==> src/rtl/sme_pkg.sv <==
package sme_pkg;
    localparam int BYTE_W = 8;
    localparam int SEL_W  = 3;
    localparam int CODE_W = 4;

    typedef enum logic [3:0] {
        ST_IDLE,
        ST_CTRL,
        ST_CTRL_ACK,
        ST_ADDR,
        ST_ADDR_ACK,
        ST_DATA,
        ST_DATA_ACK,
        ST_WAIT_STOP,
        ST_IGNORE
    } sme_state_e;

    typedef struct packed {
        logic start;
        logic stop;
        logic rise;
        logic fall;
    } bus_evt_t;
endpackage

==> src/rtl/sme_bus_events.sv <==
module sme_bus_events
    import sme_pkg::*;
(
    input  logic     clk,
    input  logic     rst_n,
    input  logic     scl_i,
    input  logic     sda_i,
    output bus_evt_t evt_o
);
    logic scl_q;
    logic sda_q;

    always_ff @(posedge clk or negedge rst_n) begin
        if (!rst_n) begin
            scl_q <= 1'b1;
            sda_q <= 1'b1;
        end else begin
            scl_q <= scl_i;
            sda_q <= sda_i;
        end
    end

    // SDA moving while SCL stays high marks a bus condition
    always_comb begin
        evt_o.start = scl_q & scl_i & sda_q & ~sda_i;
        evt_o.stop  = scl_q & scl_i & ~sda_q & sda_i;
        evt_o.rise  = ~scl_q & scl_i;
        evt_o.fall  = scl_q & ~scl_i;
    end
endmodule

==> src/rtl/sme_byte_rx.sv <==
module sme_byte_rx #(
    parameter int WIDTH = 8
) (
    input  logic             clk,
    input  logic             rst_n,
    input  logic             clear_i,
    input  logic             shift_i,
    input  logic             bit_i,
    output logic [WIDTH-1:0] byte_o,
    output logic             full_o
);
    localparam int             CNT_W = $clog2(WIDTH + 1);
    localparam logic [CNT_W-1:0] LAST = CNT_W'(WIDTH);

    logic [CNT_W-1:0] cnt;

    always_ff @(posedge clk or negedge rst_n) begin
        if (!rst_n) begin
            cnt    <= '0;
            byte_o <= '0;
        end else if (clear_i) begin
            cnt <= '0;
        end else if (shift_i && (cnt != LAST)) begin
            byte_o <= {byte_o[WIDTH-2:0], bit_i};
            cnt    <= cnt + 1'b1;
        end
    end

    assign full_o = (cnt == LAST);


    full_hold_chk: assert property (@(posedge clk) disable iff (!rst_n)
        (full_o && !clear_i) |=> full_o);
endmodule

==> src/rtl/sme_write_timer.sv <==
module sme_write_timer #(
    parameter int CYCLES = 5000
) (
    input  logic clk,
    input  logic rst_n,
    input  logic load_i,
    output logic busy_o
);
    localparam int               CNT_W = $clog2(CYCLES + 1);
    localparam logic [CNT_W-1:0] START = CNT_W'(CYCLES);

    logic [CNT_W-1:0] cnt;

    always_ff @(posedge clk or negedge rst_n) begin
        if (!rst_n) begin
            cnt <= '0;
        end else if (load_i) begin
            cnt <= START;
        end else if (cnt != '0) begin
            cnt <= cnt - 1'b1;
        end
    end

    assign busy_o = (cnt != '0);


    busy_after_load_chk: assert property (@(posedge clk) disable iff (!rst_n)
        load_i |=> busy_o);


    busy_full_len_chk: assert property (@(posedge clk) disable iff (!rst_n)
        $fell(busy_o) |-> ($past(cnt) == CNT_W'(1)));
endmodule

==> src/rtl/serial_mem_slave.sv <==
module serial_mem_slave
    import sme_pkg::*;
#(
    parameter int                ADDR_USED    = 8,
    parameter int                WRITE_CYCLES = 5000,
    parameter logic [CODE_W-1:0] DEV_CODE     = 4'b1010
) (
    input  logic              clk,
    input  logic              rst_n,
    input  logic              scl_i,
    input  logic              sda_i,
    input  logic [SEL_W-1:0]  sel_strap,
    input  logic              wr_protect,
    output logic              sda_oe,
    output logic              busy,
    output logic              mem_we,
    output logic [BYTE_W-1:0] mem_addr,
    output logic [BYTE_W-1:0] mem_wdata
);
    localparam int ADDR_W = BYTE_W;

    bus_evt_t          evt;
    sme_state_e        state;
    sme_state_e        nxt;
    logic [BYTE_W-1:0] rx_byte;
    logic              rx_full;
    logic              receiving;
    logic              in_ack;
    logic              byte_done;
    logic              rx_clear;
    logic              ctrl_hit;
    logic              commit;
    logic              ack_clk_q;
    logic              we_q;
    logic              adv_q;
    logic [ADDR_W-1:0] addr_cnt;
    logic [ADDR_W-1:0] load_val;
    logic [ADDR_W-1:0] inc_val;
    logic [BYTE_W-1:0] data_q;

    sme_bus_events u_events (
        .clk   (clk),
        .rst_n (rst_n),
        .scl_i (scl_i),
        .sda_i (sda_i),
        .evt_o (evt)
    );

    sme_byte_rx #(.WIDTH(BYTE_W)) u_rx (
        .clk     (clk),
        .rst_n   (rst_n),
        .clear_i (rx_clear),
        .shift_i (receiving & evt.rise),
        .bit_i   (sda_i),
        .byte_o  (rx_byte),
        .full_o  (rx_full)
    );

    sme_write_timer #(.CYCLES(WRITE_CYCLES)) u_timer (
        .clk    (clk),
        .rst_n  (rst_n),
        .load_i (commit & ~wr_protect),
        .busy_o (busy)
    );

    // Address width variant: narrow arrays keep only the low bits
    generate
        if (ADDR_USED < ADDR_W) begin : g_narrow
            assign load_val = {{(ADDR_W-ADDR_USED){1'b0}}, rx_byte[ADDR_USED-1:0]};
            assign inc_val  = {{(ADDR_W-ADDR_USED){1'b0}}, addr_cnt[ADDR_USED-1:0] + 1'b1};
        end else begin : g_full
            assign load_val = rx_byte;
            assign inc_val  = addr_cnt + 1'b1;
        end
    endgenerate

    always_comb begin
        receiving = (state == ST_CTRL) || (state == ST_ADDR) || (state == ST_DATA);
        in_ack    = (state == ST_CTRL_ACK) || (state == ST_ADDR_ACK) || (state == ST_DATA_ACK);
        byte_done = receiving & evt.fall & rx_full;
        rx_clear  = ~receiving | byte_done | evt.start | evt.stop;
        ctrl_hit  = (rx_byte[BYTE_W-1 -: CODE_W] == DEV_CODE)
                  && (rx_byte[SEL_W:1] == sel_strap)
                  && !rx_byte[0]
                  && !busy;
        commit    = evt.stop && (state == ST_WAIT_STOP);
    end

    // Next-state logic
    always_comb begin
        nxt = state;
        if (evt.start) begin
            nxt = ST_CTRL;
        end else if (evt.stop) begin
            nxt = ST_IDLE;
        end else begin
            unique case (state)
                ST_IDLE, ST_IGNORE, ST_WAIT_STOP: nxt = state;
                ST_CTRL:     if (byte_done) nxt = ctrl_hit ? ST_CTRL_ACK : ST_IGNORE;
                ST_ADDR:     if (byte_done) nxt = ST_ADDR_ACK;
                ST_DATA:     if (byte_done) nxt = ST_DATA_ACK;
                ST_CTRL_ACK: if (evt.fall && ack_clk_q) nxt = ST_ADDR;
                ST_ADDR_ACK: if (evt.fall && ack_clk_q) nxt = ST_DATA;
                ST_DATA_ACK: if (evt.fall && ack_clk_q) nxt = ST_WAIT_STOP;
                default:     nxt = ST_IDLE;
            endcase
        end
    end

    // State register
    always_ff @(posedge clk or negedge rst_n) begin
        if (!rst_n) begin
            state <= ST_IDLE;
        end else begin
            state <= nxt;
        end
    end

    // Datapath registers
    always_ff @(posedge clk or negedge rst_n) begin
        if (!rst_n) begin
            ack_clk_q <= 1'b0;
            we_q      <= 1'b0;
            adv_q     <= 1'b0;
            addr_cnt  <= '0;
            data_q    <= '0;
        end else begin
            if (nxt != state) begin
                ack_clk_q <= 1'b0;
            end else if (in_ack && evt.rise) begin
                ack_clk_q <= 1'b1;
            end
            we_q  <= commit & ~wr_protect;
            adv_q <= commit;
            if ((state == ST_ADDR) && byte_done) begin
                addr_cnt <= load_val;
            end else if (adv_q) begin
                addr_cnt <= inc_val;
            end
            if ((state == ST_DATA) && byte_done) begin
                data_q <= rx_byte;
            end
        end
    end

    // Output logic
    always_comb begin
        unique case (state)
            ST_CTRL_ACK, ST_ADDR_ACK, ST_DATA_ACK: sda_oe = 1'b1;
            default:                               sda_oe = 1'b0;
        endcase
    end

    assign mem_we    = we_q;
    assign mem_addr  = addr_cnt;
    assign mem_wdata = data_q;


    oe_scl_low_chk: assert property (@(posedge clk) disable iff (!rst_n)
        !$stable(sda_oe) |-> !scl_i);


    ctrl_ack_idle_chk: assert property (@(posedge clk) disable iff (!rst_n)
        ($rose(sda_oe) && (state == ST_CTRL_ACK)) |-> !$past(busy));


    we_not_busy_chk: assert property (@(posedge clk) disable iff (!rst_n)
        mem_we |-> !$past(busy));


    we_unprotected_chk: assert property (@(posedge clk) disable iff (!rst_n)
        mem_we |-> !$past(wr_protect));


    addr_steps_chk: assert property (@(posedge clk) disable iff (!rst_n)
        mem_we |=> !$stable(mem_addr));
endmodule

==> config.mk <==
export PLATFORM = sky130hd
export DESIGN_NAME = serial_mem_slave
export DESIGN_NICKNAME = d
export VERILOG_FILES = /design/src/rtl/sme_pkg.sv /design/src/rtl/sme_bus_events.sv /design/src/rtl/sme_byte_rx.sv /design/src/rtl/sme_write_timer.sv /design/src/rtl/serial_mem_slave.sv
export SDC_FILE = /design/constraint.sdc
export NUM_CORES = 1
export LEC_CHECK = 0
export BUFFER_PORTS_ARGS = -buffer_cell sky130_fd_sc_hd__buf_2
export CORE_MARGIN = 3
export CORE_UTILIZATION = 30
export CTS_CLUSTER_DIAMETER = 200
export DETAILED_ROUTE_END_ITERATION = 7
export PLACE_DENSITY = 0.46
export SYNTH_ARGS = -nofsm -noshare
export SYNTH_HDL_FRONTEND = slang
export SYNTH_SLANG_ARGS = --single-unit
==> constraint.sdc <==
create_clock -name clk -period 3.7 [get_ports clk]
set_input_delay 0.185 -clock clk [delete_from_list [all_inputs] [get_ports clk]]
set_output_delay 0.185 -clock clk [all_outputs]
set_load 0.01 [all_outputs]
## Word-level counts from Yosys, hierarchy flattened

Index checks and enable logic that the tools add are counted.

- Add/subtract/negate cells: 3
- Equal/unequal tests: 13
- Multiplexer cells: 19
- Bitwise operators: 21
- Reductions and logical operators: 24

Operators by type and width:

| kind | count |
|---|---|
| two-way mux 4 bit | 11 |
| case mux 4 bit (7 select lines) | 1 |
| two-way mux 13 bit | 2 |
| == test 4 x 3 -> 1 bit, second input constant | 4 |
| two-way mux 8 bit | 2 |
| nonzero test 13 bit | 1 |
| subtractor 13 x 1 -> 13 bit, second input constant | 1 |
| == test 4 bit, second input constant | 3 |
| AND 1 bit | 11 |
| logical AND 1 bit | 9 |
| adder 8 x 1 -> 8 bit, second input constant | 1 |
| == test 4 x 2 -> 1 bit, second input constant | 2 |
| nonzero test 2 bit | 4 |
| inverter 1 bit | 7 |
| OR reduction 3 bit | 2 |
| adder 4 x 1 -> 4 bit, second input constant | 1 |
| == test 4 x 1 -> 1 bit, second input constant | 1 |
| logical NOT 4 bit | 1 |
| logical OR 1 bit | 4 |
| inequality test 4 bit | 1 |
| inequality test 4 bit, second input constant | 1 |
| == test 3 bit | 1 |
| two-way mux 1 bit | 3 |
| bitwise OR 1 bit | 3 |
| 2 further kinds | 3 |

- Bits in registers: 50
- Bits of input ports: 8
- Logic and storage cells: 91

## Logic depth before layout (Yosys ltp)

Gate-level depths: netlist of the first run.

- Depth after elaboration: 11
- Depth in mapped cells: 8
- Gate-level depth less buffers: 7

## By module

Synthesis of the first run repeated with hierarchy kept, for this count alone.

- Cells, all modules: 244
- Area, all modules: 2,566.2 µm²

Modules (own cells, without submodules):

| module | times used | cells an instance | area each (µm²) |
|---|---|---|---|
| serial_mem_slave | 1 | 123 | 1,218.7 |
| sme_write_timer | 1 | 74 | 706.9 |
| sme_byte_rx | 1 | 41 | 553.0 |
| sme_bus_events | 1 | 6 | 87.6 |

## Worst setup path after synthesis of the first run

No wires, ideal clock.

- Path type: register to register
- Start: register u_timer.cnt[0]
- End: register state[1]
- Setup time: 65 ps
- Arrival time: 1,873 ps
- Required time: 3,635 ps
- Path slack: 1,762 ps
- Stages on the path, launching flop included: 8
- Path buffers: 0
- Period minus slack after synthesis: 1,938 ps
- Path through: dfrtp_1 > inv_1 > ha_1 > nor4b_4 > nand3_4 > or4_4 > o21ai_2 > o211a_1

- Cells in the longest elaborated chain, start to end: 8

Ends and longest elaborated chain:

| element | line | source |
|---|---|---|
| start, declared | sme_write_timer.sv:12 | `logic [CNT_W-1:0] cnt;` |
| start signal, assigned | sme_write_timer.sv:20 | `cnt <= cnt - 1'b1;` |
| nonzero test 13 bit | sme_write_timer.sv:24 | `assign busy_o = (cnt != '0);` |
| net busy | serial_mem_slave.sv:15 | `output logic busy,` |
| logical NOT 1 bit | serial_mem_slave.sv:85 | `&& !busy;` |
| logical AND 1 bit | serial_mem_slave.sv:85 |  |
| two-way mux 4 bit (2 in series) | serial_mem_slave.sv:99 | `ST_CTRL: if (byte_done) nxt = ctrl_hit ? ST_CTRL_ACK : ST_IGNORE;` |
| case mux 4 bit (7 select lines) | serial_mem_slave.sv:97 | `unique case (state)` |
| two-way mux 4 bit | serial_mem_slave.sv:94 | `end else if (evt.stop) begin` |
| two-way mux 4 bit | serial_mem_slave.sv:92 | `if (evt.start) begin` |
| net nxt[1] | serial_mem_slave.sv:24 | `sme_state_e nxt;` |
| end signal, assigned | serial_mem_slave.sv:115 | `state <= nxt;` |
| end, declared | serial_mem_slave.sv:23 | `sme_state_e state;` |

The timed path passes the listed nets, and every way through them passes these cells.
A chain may end at the register's enable or synchronous reset.

## Worst setup path in the final report of the first run

- Start: register u_rx.cnt[0]
- End: register data_q[0] (netlist: mem_wdata[0])

- Cells in the longest elaborated chain, start to end: 3

Ends and longest elaborated chain:

| element | line | source |
|---|---|---|
| start, declared | sme_byte_rx.sv:15 | `logic [CNT_W-1:0] cnt;` |
| start signal, assigned | sme_byte_rx.sv:25 | `cnt <= cnt + 1'b1;` |
| == test 4 bit | sme_byte_rx.sv:29 | `assign full_o = (cnt == LAST);` |
| AND 1 bit | serial_mem_slave.sv:80 | `byte_done = receiving & evt.fall & rx_full;` |
| logical AND 1 bit | serial_mem_slave.sv:140 | `if ((state == ST_DATA) && byte_done) begin` |
| end signal, assigned | serial_mem_slave.sv:141 | `data_q <= rx_byte;` |
| end, declared | serial_mem_slave.sv:39 | `logic [BYTE_W-1:0] data_q;` |

Every way passes these cells.

==> results of run 1 <==
[routing by layer]
metal / wire [um] / up-vias / share of wire [%] / global-route usage, %
li1: - / 876 / - / -
met1: 2650 / 837 / 51 / 16.7
met2: 2270 / 25 / 44 / 16.1
met3: 201 / 2 / 3.9 / 2.93
met4: 30 / 0 / 0.58 / 2.24
met5: 0 / - / 0 / 0
[worst max-delay path by stage]
stage | from | end | slack (ps) | cells after the start
after CTS | u_rx.cnt[0] | mem_wdata[0] | 1550 | 6
final | u_rx.cnt[0] | mem_wdata[0] | 1540 | 6
after global routing | u_rx.cnt[0] | u_rx.cnt[2] | 1350 | 7
after floorplan | u_timer.cnt[0] | state[1] | 1760 | 7
after global placement | u_rx.cnt[0] | u_rx.cnt[2] | 1590 | 7
after detailed placement | u_rx.cnt[0] | u_rx.cnt[2] | 1550 | 7
[placed cells by master (no fill, tap or decap), types with 6 or more instances in the layout]
cell type / n
a21oi_1: 11
buf_2: 26
clkbuf_8: 6
dfrtp_1: 48
inv_1: 7
mux2_2: 17
nand2_1: 17
nand3_1: 10
nand3b_1: 7
nor2_1: 30
xnor2_1: 9
xor2_1: 13
[sequential cells by signal, summed over array words and instances, names as in the netlist]
register / flops
u_rx.byte_o: 8
mem_addr: 8
u_events.sda_q: 1
u_events.scl_q: 1
u_timer.cnt: 13
ack_clk_q: 1
mem_we: 1
adv_q: 1
mem_wdata: 8
u_rx.cnt: 4
state: 4
[cells by family after synthesis]
| group | share of synthesized area, % |
|---|---|
| simple gates | 23.1 |
| flops | 49.5 |
| compound gates | 7.21 |
| xor+xnor | 7.61 |
| mux | 7.95 |
| buf+inv | 2.17 |
| fa+ha+maj | 2.47 |
[cell type report]
cell class / count / share of cell area [%]
Multi-Input combinational cell: 172 / 42.7
Clock buffer: 6 / 2.88
Sequential cell: 50 / 43.7
Tap cell: 102 / 4.45
Clock inverter: 2 / 0.436
Timing Repair Buffer: 27 / 4.80
Inverter: 8 / 1.05
[power breakdown]
group	switching [uW]	internal, uW	total, uW
Sequential	77.0	594	671
Combinational	54.5	67.0	121
Clock	192	151	343
Total	323	812	1140
[per-stage QoR]
step	hold slack [ps]	instance area (um2)	std cells	worst slack [ps]
global placement	343	2770	359	1590
finish	-24.9	2870	367	1540
detailed placement	342	2770	359	1550
global route	6.69	2870	367	1350
floorplan	-111	2530	236	1760
CTS	12.1	2870	367	1550
==> results.sh, run 1 <==
export IMPL_grt_pass1_wl_um=8760
export IMPL_yosysMostFrequentCell="dfrtp_1"
export IMPL_drt_iter0_drc=34
export IMPL_worstPathMaxFanout=8
export IMPL_drv_cap=0
export IMPL_reg2reg_to="mem_wdata[0]"
export IMPL_n_antenna_cell=0
export IMPL_yosys_warnings=0
export IMPL_p_total_uw=1140
export IMPL_cts_setup_buffers=0
export IMPL_avgSynthCellArea_um2=10.7
export IMPL_grt_use_total_pct=11.1
export IMPL_clock_latency_ps=300
export IMPL_reg2reg_depth=6
export IMPL_hpwl_um=3650
export IMPL_relSlewSlack_pct=57.1
export IMPL_seq_area_um2=1250
export IMPL_grt_pass1_vias=1720
export IMPL_finClkSkew_ps=7.17
export IMPL_area_growth_pct=13.2
export IMPL_antenna_found_initial=0
export IMPL_r2r_start="u_rx.cnt[0]"
export IMPL_initial_utilization_pct=31.8
export IMPL_path_delay_family="simple AND/OR/NAND/NOR gates"
export IMPL_ys_types=46
export IMPL_clockBufferDepth=2
export IMPL_finalSetupTns_ps=0
export IMPL_cpPeakStageDelay_ps=570
export IMPL_leakage_uw=0.00118
export IMPL_port_buffers=26
export IMPL_synth_area_um2=2530
export IMPL_setup_viol=0
export IMPL_drtPass1Iterations=4
export IMPL_drt_total_wl_um=5150
export IMPL_timing_reg2reg_setup_slack_ps=1540
export IMPL_path_cells="inv_1, ha_1, and3b_1, nand3_1, nor4b_4, mux2_2"
export IMPL_worst_pin_slew_ps=644
export IMPL_synth_flop_cell="dfrtp_1"
export IMPL_violations="negative hold slack"
export IMPL_finalCriticalPeriod_ps=2160
export IMPL_rsz0062_at_grt="false"
export IMPL_drc=0
export IMPL_cts_buffers_inserted=5
export IMPL_dieArea_um2=9580
export IMPL_multiInputGateArea_um2=1220
export IMPL_seq_area_frac_synth_pct=49.5
export IMPL_hold_buffers=0
export IMPL_cts_resized=0
export IMPL_yosys_top_cells_area="dfrtp_1, mux2_2, xor2_1, nor2_1, xnor2_1"
export IMPL_final_core_util_pct=36.0
export IMPL_die_h_um=97.9
export IMPL_clock_sinks=50
export IMPL_drive_gt1_share_pct=23.8
export IMPL_synth_common_cells="dfrtp_1, nor2_1, mux2_2, nand2_1, xor2_1"
export IMPL_hold_path_class="input port to async pin"
export IMPL_fillers=821
export IMPL_synth_top_area_share_pct=47.4
export IMPL_ios=27
export IMPL_maxSlewViolCount=0
export IMPL_worstSetupPathType="register to register"
export IMPL_crit_required_ps=3890
export IMPL_worst_ep_arrival_time_ps=2350
export IMPL_crit_path_top_delay_cell="nor4b_4"
export IMPL_synthCells=236
export IMPL_synthArstFlopShare_pct=100
export IMPL_clk_pin_slew_ps=100
export IMPL_rows=32
export IMPL_vias_per_cell=4.74
export IMPL_worstSetupStartpointType="register"
export IMPL_final_antenna_net_count=0
export IMPL_post_route_period_util_pct=58.3
export IMPL_ctsRootBufferMaster="clkbuf_8"
export IMPL_critPathBufInv=1
export IMPL_core_area_um2=7970
export IMPL_gp_congestion=0.752
export IMPL_max_freq_mhz=464
export IMPL_endpoint_kind="register"
export IMPL_ys_ff_latch=50
export IMPL_yosysTopAreaCell="dfrtp_1"
export IMPL_synth_edf_count=0
export IMPL_die_w_um=97.9
export IMPL_via_count=1740
export IMPL_status="complete, but fails checks"
export IMPL_p_per_area_nw_per_um2=396
export IMPL_cts_tree="done"
export IMPL_final_nets=277
export IMPL_overflow=0
export IMPL_wl_per_cell_um=14.0
export IMPL_syn_nets=249
export IMPL_whs_ps=-24.9
export IMPL_hold_viol=25
export IMPL_irDropWorstVdd_uv=165
export IMPL_cts_htree_levels=2
export IMPL_grt_max_degree=51
No activity file was read; power rests on OpenSTA's default activity.
==> run 2: changes to the inputs <==
Settings changed: ABC_AREA from default to 1.
Clock period 3.7 ns to 2.2 ns, I/O delays scaled along.
==> run 2 against run 1 <==
The flow now finishes without violations. Register-to-register slack lost 1200 ps. Global-route usage grew 1.4 points. Sequential share of layout area shrank 2.9 points. Clock power grew 100%. Clock skew grew 4.8 ps. Critical path type unchanged. Highest routed layer unchanged.
==> results.sh, run 2 <==
export IMPL_yosysTopAreaCell="dfrtp_1"
export IMPL_worst_ep_arrival_time_ps=2110
export IMPL_final_common_cell="nand2_1"
export IMPL_overflow=0
export IMPL_grt_use_total_pct=12.5
export IMPL_cts_setup_buffers=0
export IMPL_area_growth_pct=16.7
export IMPL_finClkSkew_ps=12.0
export IMPL_worst_pin_slew_ps=358
export IMPL_relSlewSlack_pct=76.0
export IMPL_core_area_um2=8380
export IMPL_cts_buffers_inserted=5
export IMPL_syn_nets=335
export IMPL_finalSetupTns_ps=0
export IMPL_clock_latency_ps=310
export IMPL_p_per_area_nw_per_um2=665
export IMPL_initial_utilization_pct=31.4
export IMPL_final_cell_mix="nand2_1, inv_1, dfrtp_1"
export IMPL_final_core_util_pct=36.7
export IMPL_port_buffers=26
export IMPL_drv_cap=0
export IMPL_synth_area_um2=2630
export IMPL_worstPathMaxFanout=11
export IMPL_gp_congestion=0.826
export IMPL_endpoint_kind="register"
export IMPL_reg2reg_depth=10
export IMPL_final_antenna_net_count=0
export IMPL_rows=33
export IMPL_final_nets=372
export IMPL_crit_path_top_delay_cell="dfstp_2"
export IMPL_stdcell_area_um2=3070
export IMPL_synth_top_area_share_pct=45.6
export IMPL_drc=0
export IMPL_path_delay_family="simple AND/OR/NAND/NOR gates"
export IMPL_largest_reg_flops=13
export IMPL_synth_edf_count=0
export IMPL_clockBufferDepth=2
export IMPL_grt_max_degree=51
export IMPL_via_count=2070
export IMPL_synth_flop_cell="dfrtp_1"
export IMPL_avgSynthCellArea_um2=8.18
export IMPL_cpPeakStageDelay_ps=570
export IMPL_worstSetupStartpointType="register"
export IMPL_ctsRootBufferMaster="clkbuf_8"
export IMPL_finalCriticalPeriod_ps=1850
export IMPL_crit_required_ps=2460
export IMPL_dieArea_um2=9940
export IMPL_rsz0062_at_grt="false"
export IMPL_drtPass1Iterations=4
export IMPL_max_freq_mhz=541
export IMPL_path_cells="nand2_1, inv_1, nand3_1, nor3_4, inv_1, a21oi_1, nand3_1, nand2_1, nand2_1, nor2_1"
export IMPL_ios=27
export IMPL_clock_sinks=50
export IMPL_cts_htree_levels=2
export IMPL_vias_per_cell=4.45
export IMPL_irDropWorstVdd_uv=214
export IMPL_drive_gt1_share_pct=15.0
export IMPL_status="finished, final reports clean"
export IMPL_reg2reg_to="u_timer.cnt[10]"
export IMPL_worstSetupPathType="register to register"
export IMPL_clk_pin_slew_ps=110
export IMPL_r2r_start="u_events.scl_q"
export IMPL_hpwl_um=4170
export IMPL_wl_per_cell_um=12.1
export IMPL_seq_area_frac_synth_pct=47.6
export IMPL_grt_pass1_wl_um=10000
export IMPL_maxSlewViolCount=0
export IMPL_postPlaceCellArea_um2=2920
export IMPL_grt_pass1_vias=2066
export IMPL_synthCells=322
export IMPL_yosys_warnings=0
export IMPL_synthArstFlopShare_pct=100
export IMPL_drt_iter0_drc=87
export IMPL_n_antenna_cell=0
export IMPL_ys_ff_latch=50
export IMPL_critPathBufInv=2
export IMPL_post_route_period_util_pct=84.0
export IMPL_ys_types=36
export IMPL_synth_common_cells="nand2_1, inv_1, dfrtp_1"
export IMPL_leakage_uw=0.00155
export IMPL_drt_total_wl_um=5630
export IMPL_timing_reg2reg_setup_slack_ps=350
export IMPL_die_w_um=99.7
export IMPL_setup_viol=0
export IMPL_cp_common_cell="nand2_1"
export IMPL_hold_path_class="input port to async pin"
export IMPL_hold_viol=0
export IMPL_die_h_um=99.7
export IMPL_top_register="u_timer.cnt"
export IMPL_yosysMostFrequentCell="nand2_1"
export IMPL_yosys_top_cells_area="dfrtp_1, nand2_1, inv_1, o21ai_0, nand3_1"
export IMPL_cts_tree="done"
export IMPL_antenna_found_initial=0
run 2: through the flow:
step	instances	power (uW)	hold slack [ps]	setup slack [ps]
after floorplan	322	1260	-186	435
after global placement	453	1370	129	325
after detailed placement	453	1370	129	325
after CTS	465	2090	324	312
after global routing	465	2180	344	164
final	465	2040	314	352
run 2: final cells by class:
| type | count | area (um2) |
|---|---|---|
| multi-input combinational | 214 | 1150 |
| clock inverter | 3 | 48.8 |
| fill | 878 | 5310 |
| sequential | 50 | 1250 |
| tap | 105 | 131 |
| timing repair buffer | 35 | 220 |
| inverter | 53 | 199 |
| clock buffer | 5 | 68.8 |
run 2: how the worst max path moves through the flow:
| stage | start | endpoint | slack [ps] | cells past startpoint |
|---|---|---|---|---|
| 4_1_cts | u_events.scl_q | u_timer.cnt[10] | 310 | 10 |
| 5_1_grt | u_events.scl_q | u_timer.cnt[10] | 160 | 10 |
| 3_5_place_dp | u_events.scl_q | u_timer.cnt[10] | 320 | 10 |
| 2_1_floorplan | u_rx.cnt[0] | mem_addr[7] | 440 | 7 |
| 6_report | u_events.scl_q | u_timer.cnt[10] | 350 | 10 |
| 3_3_place_gp | u_events.scl_q | u_timer.cnt[10] | 320 | 10 |
run 2: timing repair:
item | in CTS | in global routing
hold buffers | 4 | 0
endpoints found under the hold margin | 51 | 0
resized for setup | 0 | 0
run 2: worst reg2reg max path, stage by stage (launching register included):
cell and delay (ps):
dfstp_2 570, nand2_1 70, inv_1 50, nand3_1 150, nor3_4 260, inv_1 230
a21oi_1 180, nand3_1 100, nand2_1 70, nand2_1 40, nor2_1 80
run 2: cell families after synthesis:
kind of cell / count (synthesis) / share of synthesized area [%]
and+or+nand+nor: 146 / 25.7
buffers and inverters: 58 / 8.65
DFF: 50 / 47.6
AOI/OAI and AO/OA: 47 / 9.84
xor gates and xnor gates: 10 / 3.33
muxes: 6 / 2.52
adders and majority gates: 5 / 2.38
run 2: per-layer routing:
| layer | track usage (%) | part of all wire, % | vias to the layer above |
|---|---|---|---|
| met1 | 17.9 | 54 | 930 |
| met3 | 2.52 | 3.4 | 5 |
| met5 | 0 | 0 | - |
| li1 | - | - | 1100 |
| met4 | 2.84 | 0.80 | 0 |
| met2 | 19.3 | 42 | 35 |
run 2: power breakdown:
part           switching [uW]  internal (uW)  total (uW)
logic                     189           98.3         288
clock network             350            347         697
registers                63.7            995        1060
total                     603           1440        2040
==> run 3: changes to the inputs <==
Settings changed: ABC_AREA 1 to 0, PLACE_DENSITY 0.46 to 0.48.
Clock period 2.2 ns to 1.7 ns, I/O delays scaled along.
==> run 3 against run 2 <==
The run now ends with negative setup slack left. Utilization is 9.9 points higher. Register-to-register slack got worse by 480 ps. Sequential power grew 29%. Hold slack worse by 150 ps. Sequential cell count unchanged. Cell area grew 21%. Die area is 3.5% lower. Fmax grew 1.2%. Non-clock buffer count is 53 higher. Clock power up 31%. Total power rose by 45%. Clock skew increased by 6.4 ps. Highest routed layer unchanged.
==> results.sh, run 3 (synthesized netlist as in run 1, its figures left out) <==
export IMPL_internal_power_uw=2120
export IMPL_top_register="u_timer.cnt"
export IMPL_path_cells="inv_2, ha_4, and3b_2, nand3_4, nor4b_4, buf_6, mux2_4"
export IMPL_post_route_period_util_pct=107
export IMPL_reg2reg_to="mem_wdata[7]"
export IMPL_clock_sinks=50
export IMPL_wl_per_cell_um=14.1
export IMPL_rows=32
export IMPL_fin_ws_ps=-126
export IMPL_via_count=2010
export IMPL_grt_pass1_wl_um=9720
export IMPL_grt_pass1_vias=2032
export IMPL_reg2reg_depth=7
export IMPL_final_cell_mix="buf_4, dfrtp_1, buf_2"
export IMPL_crit_end="mem_wdata[7]"
export IMPL_cts_tree="done"
export IMPL_n_antenna_cell=0
export IMPL_dieArea_um2=9580
export IMPL_drt_iter0_drc=85
export IMPL_finalSetupTns_ps=-1730
export IMPL_final_common_cell="buf_4"
export IMPL_status="complete, but fails checks"
export IMPL_vias_per_cell=4.69
export IMPL_endpoint_kind="register"
export IMPL_instances_no_fill=429
export IMPL_drtPass1Iterations=4
export IMPL_maxSlewViolCount=0
export IMPL_cpPeakStageDelay_ps=400
export IMPL_seq_power_share_pct=46.2
export IMPL_final_nets=339
export IMPL_ctsRootBufferMaster="clkbuf_8"
export IMPL_overflow=0
export IMPL_hold_viol=0
export IMPL_drt_total_wl_um=6030
export IMPL_final_core_util_pct=46.6
export IMPL_place_inst=401
export IMPL_drive_gt1_share_pct=49.5
export IMPL_gp_congestion=0.790
export IMPL_grt_max_degree=51
export IMPL_switchingPower_uw=833
export IMPL_p_clk_share_pct=30.9
export IMPL_setup_viol=19
export IMPL_worstSetupStartpointType="register"
export IMPL_finClkSkew_ps=18.4
export IMPL_finalCriticalPeriod_ps=1830
export IMPL_die_w_um=97.9
export IMPL_worst_ep_arrival_time_ps=2030
export IMPL_hpwl_um=4030
export IMPL_final_antenna_net_count=0
export IMPL_cts_buffers_inserted=5
export IMPL_grt_use_total_pct=12.4
export IMPL_p_per_area_nw_per_um2=796
export IMPL_area_growth_pct=46.5
export IMPL_initial_utilization_pct=31.8
export IMPL_port_buffers=26
export IMPL_seq_area_um2=1250
export IMPL_worstSetupStartpoint="u_rx.cnt[0]"
export IMPL_hold_path_class="input port to register"
export IMPL_clk_pin_slew_ps=110
export IMPL_drc=0
export IMPL_die_h_um=97.9
export IMPL_worstSetupPathType="register to register"
export IMPL_dpl_worst_slack_ps=-151
export IMPL_crit_path_top_delay_cell="dfrtp_1"
export IMPL_cts_htree_levels=2
export IMPL_core_area_um2=7970
export IMPL_worst_pin_slew_ps=358
export IMPL_timing_reg2reg_setup_slack_ps=-130
export IMPL_irDropWorstVdd_uv=641
export IMPL_antenna_found_initial=0
export IMPL_combPwrFrac_pct=22.9
export IMPL_crit_required_ps=1900
export IMPL_fillers=741
export IMPL_r2r_start="u_rx.cnt[0]"
export IMPL_relSlewSlack_pct=76.0
export IMPL_largest_reg_flops=13
export IMPL_multiInputGateArea_um2=1500
export IMPL_violations="negative setup slack"
export IMPL_drv_cap=0
export IMPL_rsz0062_at_grt="true"
export IMPL_worstPathMaxFanout=8
export IMPL_min_path_cells=3
export IMPL_ios=27
export IMPL_clockBufferDepth=2
export IMPL_leakage_uw=0.00158
export IMPL_clock_latency_ps=320
export IMPL_netSwitchingFraction_pct=28.2
export IMPL_max_freq_mhz=548
run 3: cell count changes in the layout (fill, tap and decap cells not counted), sizes merged, moves of 9 or more:
| cell | change |
|---|---|
| buf | +53 |
| inv | -45 |
| mux2 | +15 |
| nand2 | -58 |
| nand3 | -13 |
| o21ai | -23 |
| xor2 | +9 |
run 3: layout make-up:
| class | instances | area share, % |
|---|---|---|
| inverters | 8 | 0.876 |
| repair inverters | 1 | 0.202 |
| well taps | 102 | 3.44 |
| clock buffers | 6 | 2.22 |
| clock inverters | 2 | 1.04 |
| multi-input cells | 172 | 40.4 |
| flip-flops and latches | 50 | 33.8 |
| repair buffers | 88 | 18.0 |
run 3: repair_timing:
action	4_1_cts	5_1_grt
cloned	0	2
setup buffers	9	7
endpoints found under the hold margin	50	0
gates resized for setup	27	44
pin swaps	8	17
hold buffers	3	0
endpoints found under the setup margin	38	44
run 3: per-layer routing:
layer  vias up  share of wire (%)  GRT usage (%)
li1        995                  -              -
met1       988                 46           16.2
met2        19                 50           20.9
met3         8                2.5           2.43
met4         0                1.3           3.73
met5         -                  0              0
run 3: stage by stage:
step | total power (uW) | hold WS (ps) | cell area, um2
6_report | 2950 | 164 | 3710
5_1_grt | 3100 | 200 | 3710
4_1_cts | 2900 | 139 | 3470
3_5_place_dp | 1940 | 100 | 3130
3_3_place_gp | 1940 | 103 | 3130
2_1_floorplan | 1620 | -211 | 2560
run 3: worst min-delay path by stage:
| stage | startpoint | to | slack, ps |
|---|---|---|---|
| final | scl_i | state[2] | 160 |
| after global routing | scl_i | state[2] | 200 |
| after CTS | wr_protect | mem_we | 140 |
| after detailed placement | rst_n | mem_wdata[7] | 100 |
| after global placement | rst_n | mem_wdata[7] | 100 |
| after floorplan | rst_n | ack_clk_q | -210 |
run 3: worst max-delay path, delay by kind of cell, from the launching register on:
kind	cells	cell delay (ps)
mux	1	310
buf+inv	2	280
fa+ha+maj	1	110
simple gates	3	600
flops	1	400
run 3: power by group through the flow:
stage               registers [uW]  clock network (uW)  logic (uW)
finish                        1370                 912         677
floorplan                     1400                   0         215
detailed placement            1390                   0         551
CTS                           1360                 945         589
global route                  1380                 986         736
global placement              1380                   0         556
